==> config.mk <==
export PLATFORM = sky130hd
export DESIGN_NAME = sweep_peak_tracker
export DESIGN_NICKNAME = d
export VERILOG_FILES = /design/src/rtl/spt_pkg.sv /design/src/rtl/spt_sweep_ctrl.sv /design/src/rtl/spt_peak_track.sv /design/src/rtl/spt_shift_map.sv /design/src/rtl/sweep_peak_tracker.sv
export SDC_FILE = /design/constraint.sdc
export NUM_CORES = 1
export LEC_CHECK = 0
export ABC_CLOCK_PERIOD_IN_PS = 4800
export BUFFER_PORTS_ARGS = -buffer_cell sky130_fd_sc_hd__clkbuf_2
export CORE_MARGIN = 2
export CORE_UTILIZATION = 54
export DETAILED_ROUTE_END_ITERATION = 7
export GPL_ROUTABILITY_DRIVEN = 0
export PLACE_DENSITY = 0.8
export SLEW_MARGIN = 20
export SYNTH_ARGS = -nofsm -noshare
export SYNTH_HDL_FRONTEND = slang
export SYNTH_SLANG_ARGS = --single-unit
export TNS_END_PERCENT = 30
==> constraint.sdc <==
create_clock -name clk -period 4.8 [get_ports clk]
set_clock_uncertainty 0.1 [all_clocks]
set_input_delay 0.96 -clock clk [delete_from_list [all_inputs] [get_ports clk]]
set_output_delay 0.96 -clock clk [all_outputs]
set_load 0.02 [all_outputs]
==> src/rtl/spt_pkg.sv <==
package spt_pkg;

    typedef enum logic [2:0] {
        ST_IDLE,
        ST_SETTLE,
        ST_SAMPLE,
        ST_STEP,
        ST_DONE
    } spt_state_e;

    // Concentration curve placed in the lookup table: entry k holds k*(k+1).
    function automatic int unsigned conc_entry(int unsigned k);
        return k * (k + 1);
    endfunction

endpackage

==> src/rtl/spt_sweep_ctrl.sv <==
module spt_sweep_ctrl #(
    parameter int CODE_W = 10,
    parameter int SET_W  = 8
) (
    input  logic              clk,
    input  logic              rst_n,
    input  logic              start_i,
    input  logic [CODE_W-1:0] cfg_start_i,
    input  logic [CODE_W-1:0] cfg_end_i,
    input  logic [SET_W-1:0]  cfg_settle_i,
    output logic [CODE_W-1:0] code_o,
    output logic              sample_o,
    output logic              clear_o,
    output logic              busy_o,
    output logic              done_o
);
    import spt_pkg::*;

    localparam logic [CODE_W-1:0] CODE_ONE = CODE_W'(1);
    localparam logic [SET_W-1:0]  CNT_ONE  = SET_W'(1);

    spt_state_e        state_q, state_d;
    logic [CODE_W-1:0] code_q, end_q;
    logic [SET_W-1:0]  cnt_q, settle_q;
    logic              launch;

    assign launch = (state_q == ST_IDLE) && start_i;

    // State register
    always_ff @(posedge clk or negedge rst_n) begin
        if (!rst_n) state_q <= ST_IDLE;
        else        state_q <= state_d;
    end

    // Transitions
    always_comb begin
        state_d = state_q;
        unique case (state_q)
            ST_IDLE:   if (start_i) state_d = ST_SETTLE;
            ST_SETTLE: if (cnt_q == settle_q) state_d = ST_SAMPLE;
            ST_SAMPLE: state_d = (code_q == end_q) ? ST_DONE : ST_STEP;
            ST_STEP:   state_d = ST_SETTLE;
            ST_DONE:   state_d = ST_IDLE;
            default:   state_d = ST_IDLE;
        endcase
    end

    // Outputs decoded from the state
    always_comb begin
        busy_o   = (state_q != ST_IDLE);
        done_o   = (state_q == ST_DONE);
        sample_o = (state_q == ST_SAMPLE);
        clear_o  = launch;
    end

    // Sweep datapath: code, captured bounds and settle counter
    always_ff @(posedge clk or negedge rst_n) begin
        if (!rst_n) begin
            code_q   <= '0;
            end_q    <= '0;
            settle_q <= '0;
            cnt_q    <= '0;
        end else if (launch) begin
            code_q   <= cfg_start_i;
            end_q    <= cfg_end_i;
            settle_q <= cfg_settle_i;
            cnt_q    <= '0;
        end else if (state_q == ST_SETTLE) begin
            if (cnt_q != settle_q) cnt_q <= cnt_q + CNT_ONE;
        end else if (state_q == ST_STEP) begin
            code_q <= code_q + CODE_ONE;
            cnt_q  <= '0;
        end
    end

    assign code_o = code_q;

    AST_SETTLE_HOLD: assert property (@(posedge clk) disable iff (!rst_n)
        state_q == ST_SETTLE |=> code_q == $past(code_q));
    AST_STEP_INC: assert property (@(posedge clk) disable iff (!rst_n)
        state_q == ST_STEP |=> code_q == $past(code_q) + CODE_ONE);
    AST_DONE_PULSE: assert property (@(posedge clk) disable iff (!rst_n)
        done_o |=> !done_o && !busy_o);
    AST_BUSY_START: assert property (@(posedge clk) disable iff (!rst_n)
        (state_q == ST_SAMPLE && start_i) |=> code_q == $past(code_q) && state_q != ST_IDLE);

endmodule

==> src/rtl/spt_peak_track.sv <==
module spt_peak_track #(
    parameter int CODE_W = 10,
    parameter int AMP_W  = 12
) (
    input  logic              clk,
    input  logic              rst_n,
    input  logic              clr_i,
    input  logic              smp_i,
    input  logic [AMP_W-1:0]  amp_i,
    input  logic [CODE_W-1:0] code_i,
    output logic [CODE_W-1:0] peak_o
);
    logic [AMP_W-1:0]  max_q;
    logic [CODE_W-1:0] peak_q;
    logic              have_q;

    always_ff @(posedge clk or negedge rst_n) begin
        if (!rst_n) begin
            max_q  <= '0;
            peak_q <= '0;
            have_q <= 1'b0;
        end else if (clr_i) begin
            max_q  <= '0;
            peak_q <= '0;
            have_q <= 1'b0;
        end else if (smp_i) begin
            have_q <= 1'b1;
            if (!have_q || (amp_i > max_q)) begin
                max_q  <= amp_i;
                peak_q <= code_i;
            end
        end
    end

    assign peak_o = peak_q;

    AST_MAX_MONO: assert property (@(posedge clk) disable iff (!rst_n)
        !clr_i |=> max_q >= $past(max_q));
    AST_TIE_KEEP: assert property (@(posedge clk) disable iff (!rst_n)
        (!clr_i && smp_i && have_q && amp_i <= max_q) |=> $stable(peak_o));

endmodule

==> src/rtl/spt_shift_map.sv <==
module spt_shift_map #(
    parameter int CODE_W    = 10,
    parameter int LUT_DEPTH = 16,
    parameter int LUT_SHIFT = 2,
    parameter int CONC_W    = 8
) (
    input  logic [CODE_W-1:0]        peak_test_i,
    input  logic [CODE_W-1:0]        peak_ctrl_i,
    output logic signed [CODE_W:0]   shift_o,
    output logic                     neg_o,
    output logic [CONC_W-1:0]        conc_o
);
    localparam int IDX_W = (LUT_DEPTH > 1) ? $clog2(LUT_DEPTH) : 1;
    localparam logic [CODE_W-1:0] IDX_LIMIT = CODE_W'(LUT_DEPTH - 1);

    logic signed [CODE_W:0] diff;
    logic [CODE_W-1:0]      mag, idx_raw;
    logic [IDX_W-1:0]       idx;
    logic [CONC_W-1:0]      lut [LUT_DEPTH];

    for (genvar g = 0; g < LUT_DEPTH; g++) begin : g_lut
        assign lut[g] = CONC_W'(spt_pkg::conc_entry(g));
    end

    always_comb begin
        diff    = $signed({1'b0, peak_test_i}) - $signed({1'b0, peak_ctrl_i});
        neg_o   = diff[CODE_W];
        mag     = neg_o ? CODE_W'(-diff) : CODE_W'(diff);
        idx_raw = mag >> LUT_SHIFT;
        idx     = (idx_raw > IDX_LIMIT) ? IDX_W'(LUT_DEPTH - 1) : idx_raw[IDX_W-1:0];
        conc_o  = lut[idx];
        shift_o = diff;
    end

endmodule

==> src/rtl/sweep_peak_tracker.sv <==
module sweep_peak_tracker #(
    parameter int CODE_W    = 10,
    parameter int AMP_W     = 12,
    parameter int SET_W     = 8,
    parameter int LUT_DEPTH = 16,
    parameter int LUT_SHIFT = 2,
    parameter int CONC_W    = 8
) (
    input  logic                   clk,
    input  logic                   rst_n,
    input  logic                   start_i,
    input  logic [CODE_W-1:0]      code_start_i,
    input  logic [CODE_W-1:0]      code_end_i,
    input  logic [SET_W-1:0]       settle_i,
    input  logic [AMP_W-1:0]       amp_test_i,
    input  logic [AMP_W-1:0]       amp_ctrl_i,
    output logic [CODE_W-1:0]      freq_code_o,
    output logic                   busy_o,
    output logic                   done_o,
    output logic [CODE_W-1:0]      peak_test_o,
    output logic [CODE_W-1:0]      peak_ctrl_o,
    output logic signed [CODE_W:0] shift_o,
    output logic                   shift_neg_o,
    output logic [CONC_W-1:0]      conc_idx_o
);
    localparam int N_CH = 2;

    logic              sample, clear;
    logic [AMP_W-1:0]  amp  [N_CH];
    logic [CODE_W-1:0] peak [N_CH];

    assign amp[0] = amp_test_i;
    assign amp[1] = amp_ctrl_i;

    spt_sweep_ctrl #(.CODE_W(CODE_W), .SET_W(SET_W)) i_ctrl (
        .clk          (clk),
        .rst_n        (rst_n),
        .start_i      (start_i),
        .cfg_start_i  (code_start_i),
        .cfg_end_i    (code_end_i),
        .cfg_settle_i (settle_i),
        .code_o       (freq_code_o),
        .sample_o     (sample),
        .clear_o      (clear),
        .busy_o       (busy_o),
        .done_o       (done_o)
    );

    for (genvar c = 0; c < N_CH; c++) begin : g_ch
        spt_peak_track #(.CODE_W(CODE_W), .AMP_W(AMP_W)) i_trk (
            .clk    (clk),
            .rst_n  (rst_n),
            .clr_i  (clear),
            .smp_i  (sample),
            .amp_i  (amp[c]),
            .code_i (freq_code_o),
            .peak_o (peak[c])
        );
    end

    assign peak_test_o = peak[0];
    assign peak_ctrl_o = peak[1];

    spt_shift_map #(.CODE_W(CODE_W), .LUT_DEPTH(LUT_DEPTH),
                    .LUT_SHIFT(LUT_SHIFT), .CONC_W(CONC_W)) i_map (
        .peak_test_i (peak[0]),
        .peak_ctrl_i (peak[1]),
        .shift_o     (shift_o),
        .neg_o       (shift_neg_o),
        .conc_o      (conc_idx_o)
    );

endmodule

# == Word level (Yosys, flattened, before mapping) ==
# Memories as Yosys holds them, arrays and structs flattened.
# Cells that the tools add are included.
# op_classes
addsub,4
n_mul,0
n_div,0
magnitude_cmp,4
n_eq_ne,11
shift,0
muxes,29
n_bitwise,1
reduce_logical,16
# op_table
op,n
2-to-1 mux 10 bit,10
2-to-1 mux 12 bit,6
2-to-1 mux 8 bit,6
> comparator 12 bit,2
one-hot mux 3 bit (4 select lines),1
subtractor 10 x 10 -> 11 bit,1
adder 10 x 1 -> 10 bit (second input constant),1
== test 10 bit,1
negator 10 bit,1
AND reduction 2 bit,5
2-to-1 mux 3 bit,3
adder 8 x 1 -> 8 bit (second input constant),1
== test 8 bit,1
> comparator 8 x 4 -> 1 bit (second input constant),1
inequality test 8 bit,1
nonzero test 2 bit,4
== test 3 x 2 -> 1 bit (second input constant),2
nonzero test 3 bit,2
>= comparator 5 bit (second input constant),1
inverter 4 -> 5 bit,1
2-to-1 mux 4 bit,1
inequality test 2 bit (second input constant),2
== test 3 x 1 -> 1 bit (second input constant),1
== test 3 bit (second input constant),1
other kinds (7),9
# word_totals
reg_bits,84
latchBits,0
ram_bits,0
rom_bits,128
inputBits,55
output_inout_bits,52
wordCells,76
mem_count,1
# mem_list
name,depth,width,read_ports,rd_clocked_by_memory_dff,wr,line,text
(no name shown),16,8,1,0,0,spt_shift_map.sv:31,conc_o = lut[idx];

# == Logic depth before layout (Yosys ltp) ==
# depth
depth_word,9
mapped_depth,15
ltp_nobuf,15

# == Hierarchy ==
# From an unflattened synthesis, not the netlist that was laid out.
# unflattened
cells_unflattened,893
area_unflattened_um2,7053.0
# modules_own_cells
mod,n_inst,cells_each,area_per_inst_um2,seq_area_each_um2
spt_peak_track,2,274,2069.5,575.6
spt_sweep_ctrl,1,225,2063.2,975.9
spt_shift_map,1,120,850.8,0.0

# == Worst setup path before layout ==
# Ideal clock, no wire load.
# synth_timing
kind,reg-to-output
startpoint,reg g_ch[0].i_trk.peak_q[0]
endpoint,out conc_idx_o[3]
t_arrival_ps,3836
required_ps,3740
path_slack_ps,-96
path_stages_with_launch,16
n_path_buf,0
cell_sequence,dfrtp_1 > inv_1 > ha_1 > fa_1 > nor2b_4 > o2111ai_1 > nand2_1 > xor2_1 > o21ai_0 > and4b_1 > o22ai_2 > or2_1 > ha_1 > nor2_1 > a41oi_1 > a211oi_1
# synth_between
elab_chain_len,9
# synth_lines
item,line,text
start: declaration,spt_peak_track.sv:14,logic [CODE_W-1:0] peak_q;
start signal: assignment,spt_peak_track.sv:30,peak_q <= code_i;
subtractor 10 x 10 -> 11 bit *,spt_shift_map.sv:26,"diff = $signed({1'b0, peak_test_i}) - $signed({1'b0, peak_ctrl_i});"
via shift_o[6],sweep_peak_tracker.sv:22,"output logic signed [CODE_W:0] shift_o,"
negator 10 bit,spt_shift_map.sv:28,mag = neg_o ? CODE_W'(-diff) : CODE_W'(diff);
2-to-1 mux 10 bit *,spt_shift_map.sv:28,
> comparator 8 x 4 -> 1 bit *,spt_shift_map.sv:30,idx = (idx_raw > IDX_LIMIT) ? IDX_W'(LUT_DEPTH - 1) : idx_raw[IDX_W-1:0];
2-to-1 mux 4 bit *,spt_shift_map.sv:30,
inverter 4 -> 5 bit (implied by the code) *,spt_shift_map.sv:31,
memory (16 x 8 bit) *,-,
2-to-1 mux 8 bit (implied by the code) * (2 in a row),spt_shift_map.sv:31,
end: declaration,sweep_peak_tracker.sv:24,output logic [CONC_W-1:0] conc_idx_o
# The timed path passes the listed nets; every way through them passes the cells marked *. The select of a mux whose other input is x is not followed.

# == Worst setup path after layout ==
# layout_timing
startpoint,reg g_ch[0].i_trk.peak_q[0]
endpoint,out conc_idx_o[3]
# layout_between
elab_chain_len,9
# layout_lines
item,line
subtractor 10 x 10 -> 11 bit *,spt_shift_map.sv:26
negator 10 bit,spt_shift_map.sv:28
2-to-1 mux 10 bit *,spt_shift_map.sv:28
> comparator 8 x 4 -> 1 bit,spt_shift_map.sv:30
2-to-1 mux 4 bit *,spt_shift_map.sv:30
inverter 4 -> 5 bit (implied by the code) *,spt_shift_map.sv:31
memory (16 x 8 bit) *,-
2-to-1 mux 8 bit (implied by the code) * (2 in a row),spt_shift_map.sv:31
# Every way passes the cells marked *; elsewhere a longest branch is shown, timed or not. The select of a mux whose other input is x is not followed.

==> results_dict.tcl <==
set metrics [dict create \
    critPathKind "flip-flop to output port" \
    nets 788 \
    grt_pass1_wl_mm 21.1 \
    place_inst 810 \
    drtIter0Drc 231 \
    design.die.area_um2 10900 \
    cp_top_family "simple AND/OR/NAND/NOR gates" \
    cp_slowest_cell "fa_2" \
    grt_util_met1 0.303 \
    slowest_delay_ps 380 \
    cts_made_buffers 9 \
    dpl_worst_slack_ps 219 \
    cp.arrival_ps 3550 \
    track_usage 0.235 \
    routed_wl_mm 12.2 \
    start_util 0.556 \
    cp_common_cell "ha_2" \
    finalWorstSetupSlack_ps 189 \
    use_met3 0.0482 \
    cts.clk_slew.worst_paths_ps 80 \
    setup_violations 0 \
    syn_nets 687 \
    path_cells "inv_1, ha_2, fa_2, nor2b_4, o2111ai_4, a21boi_2, or3_1, o2111ai_2, nor4b_2, o22ai_2, or2_1, ha_2, nor2_4, a41oi_2, a211oi_2, buf_4" \
    cp_max_fo 5 \
    drt-pass1-iter-count 4 \
    cp.required_ps 3740 \
    syn_area_um2 5440 \
    vias 4515 \
    final.setup.tns_ps 0 \
    cts_sinks 84 \
    cp-end-kind "output port" \
    hp-class "flip-flop to flip-flop" \
    grt_max_degree 85 \
    critPathBufInv 2 \
    busiest_layer "met2" \
    cts-root-buf "clkbuf_8" \
    antenna_found_initial 0 \
    drc_errors 0 \
    io_buffer_count 105 \
    antenna_cells 0 \
    final_cell_count_no_fill 832 \
    die_w_um 104 \
    die_y_um 104 \
    ant_nets 0 \
    htree_levels 3 \
    num_io_pins 107 \
    fin_crit_sh 0.961 \
    avgSynthCellArea_um2 9.17 \
    viasPerCell 5.43 \
    num_rows 36 \
    cts_tree "built" \
    post-dp-hpwl_mm 8.98 \
    synth-edff-count 0 \
    slew_headroom 0.422 \
    yosys_warnings 0 \
    status "complete, no violations" \
    drive_above_1_share 0.268 \
    globalRouteOverflowTotal 0 \
    clock_latency_ps 360 \
    clockBufferDepth 2 \
    max_slew.worst_pin.slew_ps 862 \
    seq_area_frac_synth 0.387 \
    max-cap-violations 0 \
    async_flop_share 1.00 \
    wl_per_cell_um 14.7 \
    synth_cell_types 71 \
    slew_viol_final 0 \
    synth_top_flop_cell "dfrtp_1" \
    syn_to_final_growth_pct 16.8 \
    hold_viol 0 \
    cp-start-kind "flip-flop" \
    cts.hold.buffers_added 0 \
    post-route-min-period_ps 4610 \
    synth_cells 593 \
    grt_use_met2 0.409 \
    coreArea_um2 9770 \
    ys_ff_latch 84 \
    first_global_vias 4514 \
    rsz0062_at_grt "true" \
    fmax_mhz 217 \
]
timing repair:
item / in CTS / in global routing
buffers inserted: 3 / 3
pin swaps: 5 / 12
gates resized for setup: 3 / 17
endpoints found under the setup margin: 2 / 3
endpoints found under the hold margin: 0 / 0
registers in the layout (all words and copies together) (netlist names):
signal,cells
i_ctrl.end_q,10
g_ch.i_trk.peak_o,20
g_ch.i_trk.max_q,24
i_ctrl.cnt_q,8
i_ctrl.settle_q,8
i_ctrl.code_o,10
i_ctrl.state_q,3
g_ch.i_trk.have_q,1
path summary, 6_finish.rpt:
| kind | start | endpoint | cells after the start | slack [ps] |
|---|---|---|---|---|
| worst max register to register | g_ch[0].i_trk.max_q[5]$_DFFE_PN0P_ | g_ch[0].i_trk.peak_o[7]$_DFFE_PN0P_ | 9 | 2000 |
| max in group asynchronous | rst_n | g_ch[1].i_trk.peak_o[1]$_DFFE_PN0P_ | 1 | 3460 |
| worst max-delay path | g_ch[0].i_trk.peak_o[0]$_DFFE_PN0P_ | conc_idx_o[3] | 16 | 190 |
| worst min-delay path | i_ctrl.end_q[7]$_DFFE_PN0P_ | i_ctrl.end_q[7]$_DFFE_PN0P_ | 2 | 400 |
| worst min register to register | i_ctrl.end_q[7]$_DFFE_PN0P_ | i_ctrl.end_q[7]$_DFFE_PN0P_ | 2 | 400 |
| min in group asynchronous | rst_n | i_ctrl.cnt_q[4]$_DFFE_PN0P_ | 1 | 550 |
final cells by class:
type	instances	area (um^2)
clock buffer	11	131
clock inverter	5	52.6
fill	842	3430
inverter	45	169
multi-input combinational	441	3130
sequential	84	2100
tap	133	166
timing repair buffer	113	594
placed cells by master, fill, tap and decap left out, drive strengths merged, types with 3 or more instances in the layout:
master,instances
nor2,32
xor2,11
nand2,109
clkinv,3
o21ai,27
xnor2,19
a21o,12
mux2i,31
nand3,11
or3,4
ha,38
dfrtp,84
and2,8
a211oi,4
or2,9
clkbuf,114
nor3,4
buf,10
mux2,15
o22ai,9
a21oi,34
inv,45
o21bai,3
a31oi,3
nand4,10
nand2b,8
nor2b,7
tightest hold or removal path, cell delays in order (launching register included):
cell	delay [ps]
dfrtp_1	360
nand2_1	50
nand2_1	50
stage by stage:
step,area [um^2],hold slack (ps),utilization
floorplan,5440,365,-
global placement,6040,382,0.618
detailed placement,6040,385,0.618
CTS,6250,403,0.640
global route,6350,423,0.650
finish,6350,396,0.650
routing by layer:
metal | vias to the layer above | wire length (um)
met5 | - | 0
met4 | 0 | 140
met3 | 13 | 490
met2 | 96 | 6100
met1 | 2179 | 5470
li1 | 2227 | -
Yosys cell counts (8+ instances only):
library cell  number  area [um^2]
nand2_1          107          402
dfrtp_1           84         2100
inv_1             45          169
ha_1              38          475
a21oi_1           34          170
mux2i_1           31          310
nor2_1            31          116
o21ai_0           25          125
mux2_2            14          158
xnor2_1           14          123
clkbuf_1          13         48.8
a21o_1            12         90.1
nand3_1           10         50.1
nand4_1           10         62.6
xor2_1            10         87.6
nand2b_1           8         50.1
o22ai_1            8         50.1
cell families (layout without fill, tap and decap cells):
group / Yosys count / in the layout / share of synthesized area
muxes: 46 / 46 / 0.0881
AOI/OAI and AO/OA: 110 / 110 / 0.130
xor gates and xnor gates: 30 / 30 / 0.0587
and+or+nand+nor: 215 / 215 / 0.192
DFF: 84 / 84 / 0.387
buffers and inverters: 68 / 174 / 0.0520
adders and majority gates: 39 / 39 / 0.0911
other: 1 / 1 / 0.000690
Power is left out: the tool's default activity adds up to more than one toggle a clock period on the data nets, which glitch-free logic cannot reach.
